<file path="src/rtl/scd_guard_pkg.sv">
package scd_guard_pkg;
  localparam int NUM_LVL    = 2;
  localparam int CFG_W      = 8;
  localparam int THR_CODE_W = 3;
  localparam int DLY_CODE_W = 4;

  // control -> datapath
  typedef struct packed {
    logic cntInc;
    logic cntClear;
    logic recRun;
    logic rstRun;
  } scdStrobe_t;

  // datapath -> control
  typedef struct packed {
    logic tripNow;
    logic cntNonZero;
    logic latchHit;
    logic recDone;
    logic rstDone;
  } scdEvent_t;

  typedef enum logic [1:0] {
    PRES_WAIT_LOW  = 2'd0,
    PRES_SEEN_LOW  = 2'd1,
    PRES_SEEN_HIGH = 2'd2
  } presState_t;
endpackage

</file>
<file path="src/rtl/scd_level.sv">
module scd_level #(
  parameter int CUR_W    = 16,
  parameter int THR_BASE = 100,
  parameter int THR_STEP = 50
) (
  input  logic                    clk,
  input  logic                    rstN,
  input  logic                    tick,
  input  logic signed [CUR_W-1:0] curSample,
  input  logic [2:0]              thrCode,
  input  logic [3:0]              dlyCode,
  output logic                    below,
  output logic                    hit
);
  int                     limitInt;
  logic signed [CUR_W-1:0] limit;
  logic [3:0]             qCnt;

  always_comb begin
    limitInt = -(THR_BASE + int'(thrCode) * THR_STEP);
    limit    = limitInt[CUR_W-1:0];
    below    = (curSample <= limit);
    hit      = below && (qCnt >= dlyCode);
  end

  // qualification timer: restarts as soon as the level is no longer exceeded
  always_ff @(posedge clk) begin
    if (!rstN || !below) qCnt <= '0;
    else if (tick && (qCnt < dlyCode)) qCnt <= qCnt + 4'd1;
  end
endmodule

</file>
<file path="src/rtl/scd_timer.sv">
module scd_timer #(
  parameter int W = 8
) (
  input  logic         clk,
  input  logic         rstN,
  input  logic         run,
  input  logic         tick,
  input  logic [W-1:0] period,
  output logic         done
);
  logic [W-1:0] tmr;
  logic [W:0]   nextCnt;

  always_comb begin
    nextCnt = {1'b0, tmr} + (W+1)'(1);
    done    = run && tick && (nextCnt >= {1'b0, period});
  end

  always_ff @(posedge clk) begin
    if (!rstN || !run) tmr <= '0;
    else if (tick)     tmr <= done ? '0 : tmr + W'(1);
  end
endmodule

</file>
<file path="src/rtl/scd_datapath.sv">
module scd_datapath
  import scd_guard_pkg::*;
#(
  parameter int CUR_W    = 16,
  parameter int TIME_W   = 8,
  parameter int CNT_W    = 4,
  parameter int THR_BASE = 100,
  parameter int THR_STEP = 50
) (
  input  logic                              clk,
  input  logic                              rstN,
  input  logic                              tick,
  input  logic signed [CUR_W-1:0]           curSample,
  input  logic [NUM_LVL-1:0][CFG_W-1:0]     lvlCfg,
  input  logic [TIME_W-1:0]                 recTime,
  input  logic [TIME_W-1:0]                 rstTime,
  input  logic [TIME_W-1:0]                 decPeriod,
  input  logic [CNT_W-1:0]                  latchLimit,
  input  scdStrobe_t                        strobe,
  output scdEvent_t                         evt
);
  localparam logic [CNT_W-1:0] CNT_MAX = '1;

  logic [NUM_LVL-1:0] belowVec;
  logic [NUM_LVL-1:0] hitVec;
  logic [NUM_LVL-1:0] unusedCfgBits;
  logic [CNT_W-1:0]   cnt;
  logic               aboveAll;
  logic               decRun;
  logic               decFire;

  for (genvar g = 0; g < NUM_LVL; g++) begin : gLvl
    scd_level #(
      .CUR_W(CUR_W), .THR_BASE(THR_BASE), .THR_STEP(THR_STEP)
    ) uLevel (
      .clk(clk), .rstN(rstN), .tick(tick), .curSample(curSample),
      .thrCode(lvlCfg[g][2:0]), .dlyCode(lvlCfg[g][7:4]),
      .below(belowVec[g]), .hit(hitVec[g])
    );
    assign unusedCfgBits[g] = lvlCfg[g][3];
  end

  assign aboveAll = ~|belowVec;
  assign decRun   = aboveAll && (cnt != '0) && !strobe.cntInc && !strobe.cntClear;

  scd_timer #(.W(TIME_W)) uDecTmr (
    .clk(clk), .rstN(rstN), .run(decRun), .tick(tick),
    .period(decPeriod), .done(decFire)
  );
  scd_timer #(.W(TIME_W)) uRecTmr (
    .clk(clk), .rstN(rstN), .run(strobe.recRun), .tick(tick),
    .period(recTime), .done(evt.recDone)
  );
  scd_timer #(.W(TIME_W)) uRstTmr (
    .clk(clk), .rstN(rstN), .run(strobe.rstRun), .tick(tick),
    .period(rstTime), .done(evt.rstDone)
  );

  always_ff @(posedge clk) begin
    if (!rstN || strobe.cntClear)               cnt <= '0;
    else if (strobe.cntInc && (cnt != CNT_MAX)) cnt <= cnt + CNT_W'(1);
    else if (decFire)                           cnt <= cnt - CNT_W'(1);
  end

  assign evt.tripNow    = |hitVec;
  assign evt.cntNonZero = (cnt != '0);
  assign evt.latchHit   = (latchLimit != '0) && (cnt >= latchLimit);
endmodule

</file>
<file path="src/rtl/scd_control.sv">
module scd_control
  import scd_guard_pkg::*;
(
  input  logic       clk,
  input  logic       rstN,
  input  scdEvent_t  evt,
  input  logic       pfEnable,
  input  logic       resetMode,
  input  logic       presPin,
  output scdStrobe_t strobe,
  output logic       dsgOff,
  output logic       faultFlag,
  output logic       latchFlag,
  output logic       alertFlag,
  output logic       pfAlert,
  output logic       pfStatus
);
  logic       faultQ, latchQ, pfQ;
  logic       presS1, presS2;
  presState_t presState;
  logic       tripEvent, latchSet, presPulse, latchRelease, presArm;

  always_comb begin
    tripEvent    = evt.tripNow && !faultQ && !latchQ;
    latchSet     = evt.latchHit && !latchQ;
    presArm      = latchQ && !resetMode;
    presPulse    = presArm && (presState == PRES_SEEN_HIGH) && !presS2;
    latchRelease = latchQ && (resetMode ? evt.rstDone : presPulse);

    strobe.cntInc   = tripEvent;
    strobe.cntClear = latchSet;
    strobe.recRun   = faultQ;
    strobe.rstRun   = latchQ && resetMode;
  end

  always_ff @(posedge clk) begin
    if (!rstN) begin
      presS1 <= 1'b0;
      presS2 <= 1'b0;
    end else begin
      presS1 <= presPin;
      presS2 <= presS1;
    end
  end

  always_ff @(posedge clk) begin
    if (!rstN || !presArm) presState <= PRES_WAIT_LOW;
    else begin
      unique case (presState)
        PRES_WAIT_LOW:  if (!presS2) presState <= PRES_SEEN_LOW;
        PRES_SEEN_LOW:  if (presS2)  presState <= PRES_SEEN_HIGH;
        PRES_SEEN_HIGH: if (!presS2) presState <= PRES_SEEN_LOW;
        default:                     presState <= PRES_WAIT_LOW;
      endcase
    end
  end

  always_ff @(posedge clk) begin
    if (!rstN) begin
      faultQ <= 1'b0;
      latchQ <= 1'b0;
      pfQ    <= 1'b0;
    end else begin
      if (latchSet)         faultQ <= 1'b0;
      else if (tripEvent)   faultQ <= 1'b1;
      else if (evt.recDone) faultQ <= 1'b0;

      if (latchSet)          latchQ <= 1'b1;
      else if (latchRelease) latchQ <= 1'b0;

      if (latchSet && pfEnable) pfQ <= 1'b1;
    end
  end

  assign faultFlag = faultQ;
  assign latchFlag = latchQ;
  assign dsgOff    = faultQ | latchQ;
  assign alertFlag = evt.cntNonZero;
  assign pfAlert   = evt.cntNonZero && pfEnable;
  assign pfStatus  = pfQ;
endmodule

</file>
<file path="src/rtl/scd_guard.sv">
module scd_guard
  import scd_guard_pkg::*;
#(
  parameter int CUR_W    = 16,
  parameter int TIME_W   = 8,
  parameter int CNT_W    = 4,
  parameter int THR_BASE = 100,
  parameter int THR_STEP = 50
) (
  input  logic                          clk,
  input  logic                          rstN,
  input  logic                          tick,
  input  logic signed [CUR_W-1:0]       curSample,
  input  logic [NUM_LVL-1:0][CFG_W-1:0] lvlCfg,
  input  logic [TIME_W-1:0]             recTime,
  input  logic [TIME_W-1:0]             rstTime,
  input  logic [TIME_W-1:0]             decPeriod,
  input  logic [CNT_W-1:0]              latchLimit,
  input  logic                          pfEnable,
  input  logic                          resetMode,
  input  logic                          presPin,
  output logic                          dsgOff,
  output logic                          faultFlag,
  output logic                          latchFlag,
  output logic                          alertFlag,
  output logic                          pfAlert,
  output logic                          pfStatus
);
  scdStrobe_t strobe;
  scdEvent_t  evt;

  scd_datapath #(
    .CUR_W(CUR_W), .TIME_W(TIME_W), .CNT_W(CNT_W),
    .THR_BASE(THR_BASE), .THR_STEP(THR_STEP)
  ) uDp (
    .clk(clk), .rstN(rstN), .tick(tick), .curSample(curSample),
    .lvlCfg(lvlCfg), .recTime(recTime), .rstTime(rstTime),
    .decPeriod(decPeriod), .latchLimit(latchLimit),
    .strobe(strobe), .evt(evt)
  );

  scd_control uCtl (
    .clk(clk), .rstN(rstN), .evt(evt), .pfEnable(pfEnable),
    .resetMode(resetMode), .presPin(presPin), .strobe(strobe),
    .dsgOff(dsgOff), .faultFlag(faultFlag), .latchFlag(latchFlag),
    .alertFlag(alertFlag), .pfAlert(pfAlert), .pfStatus(pfStatus)
  );
endmodule

</file>
<file path="config.mk">
export PLATFORM = sky130hd
export DESIGN_NAME = scd_guard
export DESIGN_NICKNAME = d
export VERILOG_FILES = /design/src/rtl/scd_guard_pkg.sv /design/src/rtl/scd_level.sv /design/src/rtl/scd_timer.sv /design/src/rtl/scd_datapath.sv /design/src/rtl/scd_control.sv /design/src/rtl/scd_guard.sv
export SDC_FILE = /design/constraint.sdc
export NUM_CORES = 1
export LEC_CHECK = 0
export ABC_AREA = 0
export BUFFER_PORTS_ARGS = -buffer_cell sky130_fd_sc_hd__buf_4
export CORE_MARGIN = 1
export CORE_UTILIZATION = 50
export CTS_BUF_LIST = sky130_fd_sc_hd__clkbuf_8 sky130_fd_sc_hd__clkbuf_16
export DETAILED_ROUTE_END_ITERATION = 12
export PLACE_DENSITY = 0.74
export SKIP_CTS_REPAIR_TIMING = 1
export SKIP_LAST_GASP = 1
export SYNTH_ARGS = -nofsm -noshare
export SYNTH_HDL_FRONTEND = slang
export SYNTH_SLANG_ARGS = --single-unit
</file>
<file path="constraint.sdc">
create_clock -name clk -period 11.55 [get_ports clk]
set_input_delay 0 -clock clk [delete_from_list [all_inputs] [get_ports clk]]
set_output_delay 0 -clock clk [all_outputs]
set_load 0.05 [all_outputs]
</file>
# [Yosys cells after proc, flatten, opt, wreduce, memory -nomap -nowiden]
# Cells that the tools add are included.
[classes] add_sub_neg=14 multipliers=2 n_div=0 n_lt_le_gt_ge=10 n_eq_ne=5 shift=0 muxes=13 bitwise_logic=2 reduce_logical=56
[op_table] op="16-bit less-or-equal comparator" count=2
[op_table] op="16-bit negation" count=2
[op_table] op="8-bit by 1-bit adder with 9-bit output, second input constant" count=3
[op_table] op="9-bit by 8-bit greater-or-equal comparator with 1-bit output" count=3
[op_table] op="1-bit logical AND" count=25
[op_table] op="8-bit by 1-bit adder with 8-bit output, second input constant" count=3
[op_table] op="8-bit two-way mux" count=3
[op_table] op="7-bit by 9-bit adder with 10-bit output, first input constant" count=2
[op_table] op="3-bit by 5-bit multiplier with 8-bit output, second input constant" count=2
[op_table] op="1-bit zero test" count=13
[op_table] op="4-bit by 1-bit adder with 4-bit output, second input constant" count=3
[op_table] op="4-bit greater-or-equal comparator" count=3
[op_table] op="4-bit < comparator" count=2
[op_table] op="4-bit two-way mux" count=2
[op_table] op="4-bit nonzero test" count=2
[op_table] op="2-bit OR reduction" count=4
[op_table] op="1-bit logical OR" count=7
[op_table] op="2-bit nonzero test" count=3
[op_table] op="1-bit two-way mux" count=5
[op_table] op="2-bit two-way mux" count=2
[op_table] op="4-bit != test, second input constant" count=1
[op_table] op="2-bit case mux with 2 select lines" count=1
[op_table] op="4-bit by 1-bit subtractor with 4-bit output, second input constant" count=1
[op_table] op="2-bit by 1-bit equality test with 1-bit output, second input constant" count=1
[op_table] op="7 further kinds" count=7
[word_totals] reg_bits=43 latchBits=0 ramBits=0 romBits=0 inputBits=66 out_inout_bits=6 elab_cells=114 memories=0

# [Depth between registers and ports, before layout]
[depth] depth_word=15 ltp_mapped=23 ltp_nobuf=22

# [Modules after synthesis]
# A second synthesis with hierarchy kept.
[hier_totals] hier_cells=533 hier_area_um2=4530.6
[by_module_without_submodules] mod="scd_level" n_inst=2 cells_per_inst=93 area_each_um2=829.5 seq_area_each_um2=80.1
[by_module_without_submodules] mod="scd_timer at uDp.uDecTmr ..." n_inst=2 cells_per_inst=90 area_each_um2=733.2 seq_area_each_um2=160.2
[by_module_without_submodules] mod="scd_timer at uDp.uRstTmr" n_inst=1 cells_per_inst=86 area_each_um2=685.7 seq_area_each_um2=160.2
[by_module_without_submodules] mod="scd_datapath" n_inst=1 cells_per_inst=48 area_each_um2=405.4 seq_area_each_um2=80.1
[by_module_without_submodules] mod="scd_control" n_inst=1 cells_per_inst=33 area_each_um2=314.1 seq_area_each_um2=140.1

# [Worst setup path after synthesis]
# OpenSTA, ideal clock, no wires.
[synth_path] path_kind="input -> register" start="input lvlCfg[8] (netlist name)" end="register uDp.cnt[3]" setup_ns=0.118 t_arrival_ns=3.798 t_required_ns=11.432 setup_slack_ns=7.634 stages=22 path_buffers=1 cell_sequence="inv_1 ha_1 inv_1 a21oi_1 nor2_1 maj3_1 o21ai_0 xor2_1 ha_1 nand4_1 or4_4 nand2_1 mux2i_2 o32a_1 or2_1 buf_6 ha_1 a21o_1 a21oi_1 or3_1 a21oi_1 nor3b_1"
[synth_between] elab_chain_len=14 word_cells_on_any_way=19 classes_between="2 x add/sub; 1 x mul; 1 x order compare; 1 x mux; 14 x reduce/logical"
[synth_rtl] element="start: declaration" line="scd_guard.sv:14" source="input logic [NUM_LVL-1:0][CFG_W-1:0] lvlCfg,"
[synth_rtl] element="3-bit by 5-bit multiplier with 8-bit output (*)" line="scd_level.sv:20" source="limitInt = -(THR_BASE + int'(thrCode) * THR_STEP);"
[synth_rtl] element="7-bit by 9-bit adder with 10-bit output (*)" line="scd_level.sv:20"
[synth_rtl] element="16-bit negation (*)" line="scd_level.sv:20"
[synth_rtl] element="16-bit less-or-equal comparator (*)" line="scd_level.sv:22" source="below = (curSample <= limit);"
[synth_rtl] element="1-bit logical AND" line="scd_level.sv:23" source="hit = below && (qCnt >= dlyCode);"
[synth_rtl] element="2-bit OR reduction" line="scd_datapath.sv:65" source="assign evt.tripNow = |hitVec;"
[synth_rtl] element="1-bit logical AND (2 in series)" line="scd_control.sv:24" source="tripEvent = evt.tripNow && !faultQ && !latchQ;"
[synth_rtl] element="1-bit zero test" line="scd_datapath.sv:44" source="assign decRun = aboveAll && (cnt != '0) && !strobe.cntInc && !strobe.cntClear;"
[synth_rtl] element="1-bit logical AND (2 in series)" line="scd_datapath.sv:44"
[synth_rtl] element="1-bit logical AND (2 in series)" line="scd_timer.sv:16" source="done = run && tick && (nextCnt >= {1'b0, period});"
[synth_rtl] element="2-bit nonzero test (no line)"
[synth_rtl] element="end signal: assignment" line="scd_datapath.sv:61" source="else if (strobe.cntInc && (cnt != CNT_MAX)) cnt <= cnt + CNT_W'(1);"
[synth_rtl] element="end signal: assignment" line="scd_datapath.sv:62" source="else if (decFire) cnt <= cnt - CNT_W'(1);"
[synth_rtl] element="end: declaration" line="scd_datapath.sv:27" source="logic [CNT_W-1:0] cnt;"
# Mark *: on every way between the ends. The rest lies on a longest branch, timed or not.
# A chain may end at the register's enable or synchronous reset.

# [Final worst setup path]
# Ends and elaborated chain as after synthesis.

==> results by group <==
Synth
  • Synth Register Bits: 43
  • Top-area cell type share of the netlist area: about a quarter
  • Post-Syn Area: 4302 um^2
  • Ys Warns: 0
  • Synth cell types: between 60 and 70
  • Average cell area after synthesis: about 8.1 um^2
  • Synth Flop Type: dfxtp_1
  • Count leader, synth: ha_1
  • Syn Inst Count: between 500 and 600
  • Sequential area share after synthesis: 20.01%
  • Most common library cells after synthesis: 89 x ha_1, 55 x inv_1, 43 x dfxtp_1
  • Number of synthesized flops with an enable pin: 0
  • Largest cells by area after synthesis: ha_1 26%, dfxtp_1 20%, xnor2_1 5.7%
  • Synth area leader: ha_1
  • FFs w/ async S/R, synth: 0%

Floorplan
  • Row count: 33
  • Core ar.: about 8300 um^2
  • Starting density of the core: 52.09%
  • Io pins: 72
  • Die height: roughly 95 um
  • Die X: approximately 95 um
  • Die area: 8979 um^2

Clock network
  • Number of H-tree levels: 2
  • Total clock sinks: between 40 and 50
  • CTS Root Cell: clkbuf_8
  • Num CTS Buffers: 5
  • CTS tree: done
  • Clock insertion delay at the later pin of the skew report: 0.29 ns
  • Clock tree buffer depth: 2
  • Clock transition at path regs: around 0.090 ns

Route
  • TritonRoute pass-1 iters: 4
  • DRC viols: 0
  • WL final: approximately 8800 um
  • Detail Route Antenna Nets: 0
  • Via count: ~3900
  • Initial drt markers: around 140
  • DR vias/cell: around 5.4
  • Avg WL per Cell: between 10 and 15 um

Run status
  • Status: finished, final reports clean

Global routing
  • Initial antenna violation count: 0
  • Grt ovf: 0
  • Largest net degree at the start of global routing: 16
  • First-pass GRT wire length: about 16000 um
  • Via count of the first global-routing pass: 3686
  • Gr usage total: between 20% and 30%

Power and ir drop
  • P per Cell Area: 82.60 nW/um^2
  • Reported net switching power: about 140 uW
  • Net Sw Frac: 32.00%
  • Sequential power share: 37.0%
  • Power share of the clock group: between 20 and 30%
  • Power share of the combinational group: between 30% and 40%
  • Final Total Pwr: about 420 uW
  • Worst IR Drop VDD: between 0.06 and 0.07 mV
  • P_int: between 200 and 300 uW
  • Leakage: 0.002558 uW

Critical path
  • Delay of the slowest critical-path stage: between 0.5 and 0.6 ns
  • CP Max Fanout: 9
  • Critical path cell sequence: buf_4, inv_1, ha_1, inv_1, a21oi_1, nor2_1, maj3_1, o21ai_0, xor2_1, ha_1, nand4_1, or4_4, o21ai_2, mux2i_2, o32a_1, or2_1, ha_1, a21o_1, a21oi_1, or3_1, nand3_1, nor3b_1
  • Crit Path Category: primary input to flip-flop
  • Critical path endpoint category: flip-flop
  • CP startpoint kind: primary input
  • Crit path DAT: roughly 4.4 ns
  • Req. time, crit path: about 12 ns
  • Worst path slowest cell: or4_4
  • Crit path max-delay family: simple AND/OR/NAND/NOR gates
  • Crit-path most repeated cell: ha_1
  • Worst Path Buf+Inv: 3

STA
  • Setup TNS: 0 ns
  • Final Skew: ~0.009 ns
  • Maximum clock rate: between 200 and 250 MHz
  • RSZ-0062 raised after global routing: no
  • Slew Viols, Final: 0
  • Relative slew slack: a little under two fifths
  • Min Clock Period, post-route: approximately 4.2 ns
  • Worst-margin pin slew: around 0.94 ns
  • Final setup viols: 0
  • Final hold viol count: 0
  • Fin crit share: between 30% and 40%

Placement
  • Routability cong.: ~0.84
  • Dpl hpwl: about 7300 um
  • Inst Count DP: approximately 710
  • Placed instance area: between 4000 and 5000 um^2
  • Port bufs: 69

Layout
  • Synth-to-Final Area Change: 18.85%
  • Fill cells: between 700 and 800
  • Antenna cell count: 0
  • Cell area after layout: roughly 5000 um^2
  • Fraction of layout instances using a drive strength above 1: ~14%
  • Nets: around 770
  • Fin cells: just over 700

Min path
  • Min-Delay Path Class: primary input to flip-flop

Run
  • MaxCap Viol Count: 0
==> worst reg2reg max path, cell delays in order (launching register included) <==
cell and delay, ns:
dfxtp_1 0.44, ha_1 0.24, nand3_1 0.16, or2_1 0.32, xnor2_1 0.15, ha_1 0.29
a21o_1 0.17, a21oi_1 0.14, o211ai_1 0.11, and4_1 0.24, nand2_1 0.37, a21oi_1 0.13
a41o_1 0.21
==> registers in the layout, indices dropped and copies added (netlist names), 2 cells and up <==
signal and count:
uDp.uDecTmr.tmr 8, uDp.cnt 4, uDp.uRecTmr.tmr 8, uCtl.presState 2, uDp.uRstTmr.tmr 8, uDp.gLvl.uLevel.qCnt 8
==> power by group through the flow <==
stage               clock, uW  combinational (uW)  sequential (uW)
floorplan                   0                93.1              162
global placement            0                 135              160
detailed placement          0                 140              160
CTS                       128                 141              156
global route              134                 161              157
finish                    125                 141              156
==> final timing paths <==
path                       from             end  slack (ns)  depth (start not counted)
max                   lvlCfg[8]      uDp.cnt[3]        7.34                         22
min                        rstN  uCtl.latchFlag       0.005                          2
max reg2reg  uDp.uDecTmr.tmr[0]      uDp.cnt[1]        8.50                         12
min reg2reg         uCtl.presS1     uCtl.presS2        0.46                          1
==> routing by layer <==
layer  GRT usage, %  vias up  routed length (um)
met1          26.51     1745                4239
met2          38.37       55                4251
met4          3.030        0                  55
met3          2.657        5                 287
li1               -     2048                   -
met5              0        -                   0
==> metrics by stage <==
stage	hold slack (ns)	setup slack, ns	utilization [%]
after floorplan	0.07674	7.634	-
after global placement	0.2068	7.167	60.08
after detailed placement	0.2124	7.050	60.08
after CTS	-0.1026	7.350	61.55
after global routing	0.004037	6.908	61.91
final	0.005041	7.342	61.91
==> cell type report <==
type / count / area [um^2] / share of cell area [%]
Multi-Input combinational cell: 436 / 3244 / 63.46
Inverter: 55 / 206.4 / 4.038
Clock inverter: 2 / 38.79 / 0.7587
Clock buffer: 6 / 82.58 / 1.615
Tap cell: 105 / 131.4 / 2.570
Timing Repair Buffer: 72 / 548.0 / 10.72
Sequential cell: 43 / 860.8 / 16.84
==> layout by cell type (no fill, tap or decap), types with 18 or more instances in the layout <==
cell	netlist	final
a21oi_1	31	31
ha_1	89	89
nand3_1	27	27
nor2_1	39	39
inv_1	55	55
nand2_1	36	36
o21ai_0	18	18
xnor2_1	28	28
buf_4	0	69
dfxtp_1	43	43
==> cells by family (layout without fill, tap and decap cells) <==
family	Yosys count	count (layout)	synth area share [%]
AO/OA/AOI/OAI	115	115	17.86
XOR/XNOR	39	39	7.941
adder cells (fa/ha/maj)	91	91	26.59
buffers and inverters	61	135	5.526
flip-flops	43	43	20.01
multiplexers	4	4	1.018
other	1	12	0.08718
AND/OR/NAND/NOR	175	175	20.97
Power figures use the tool's default switching activity.
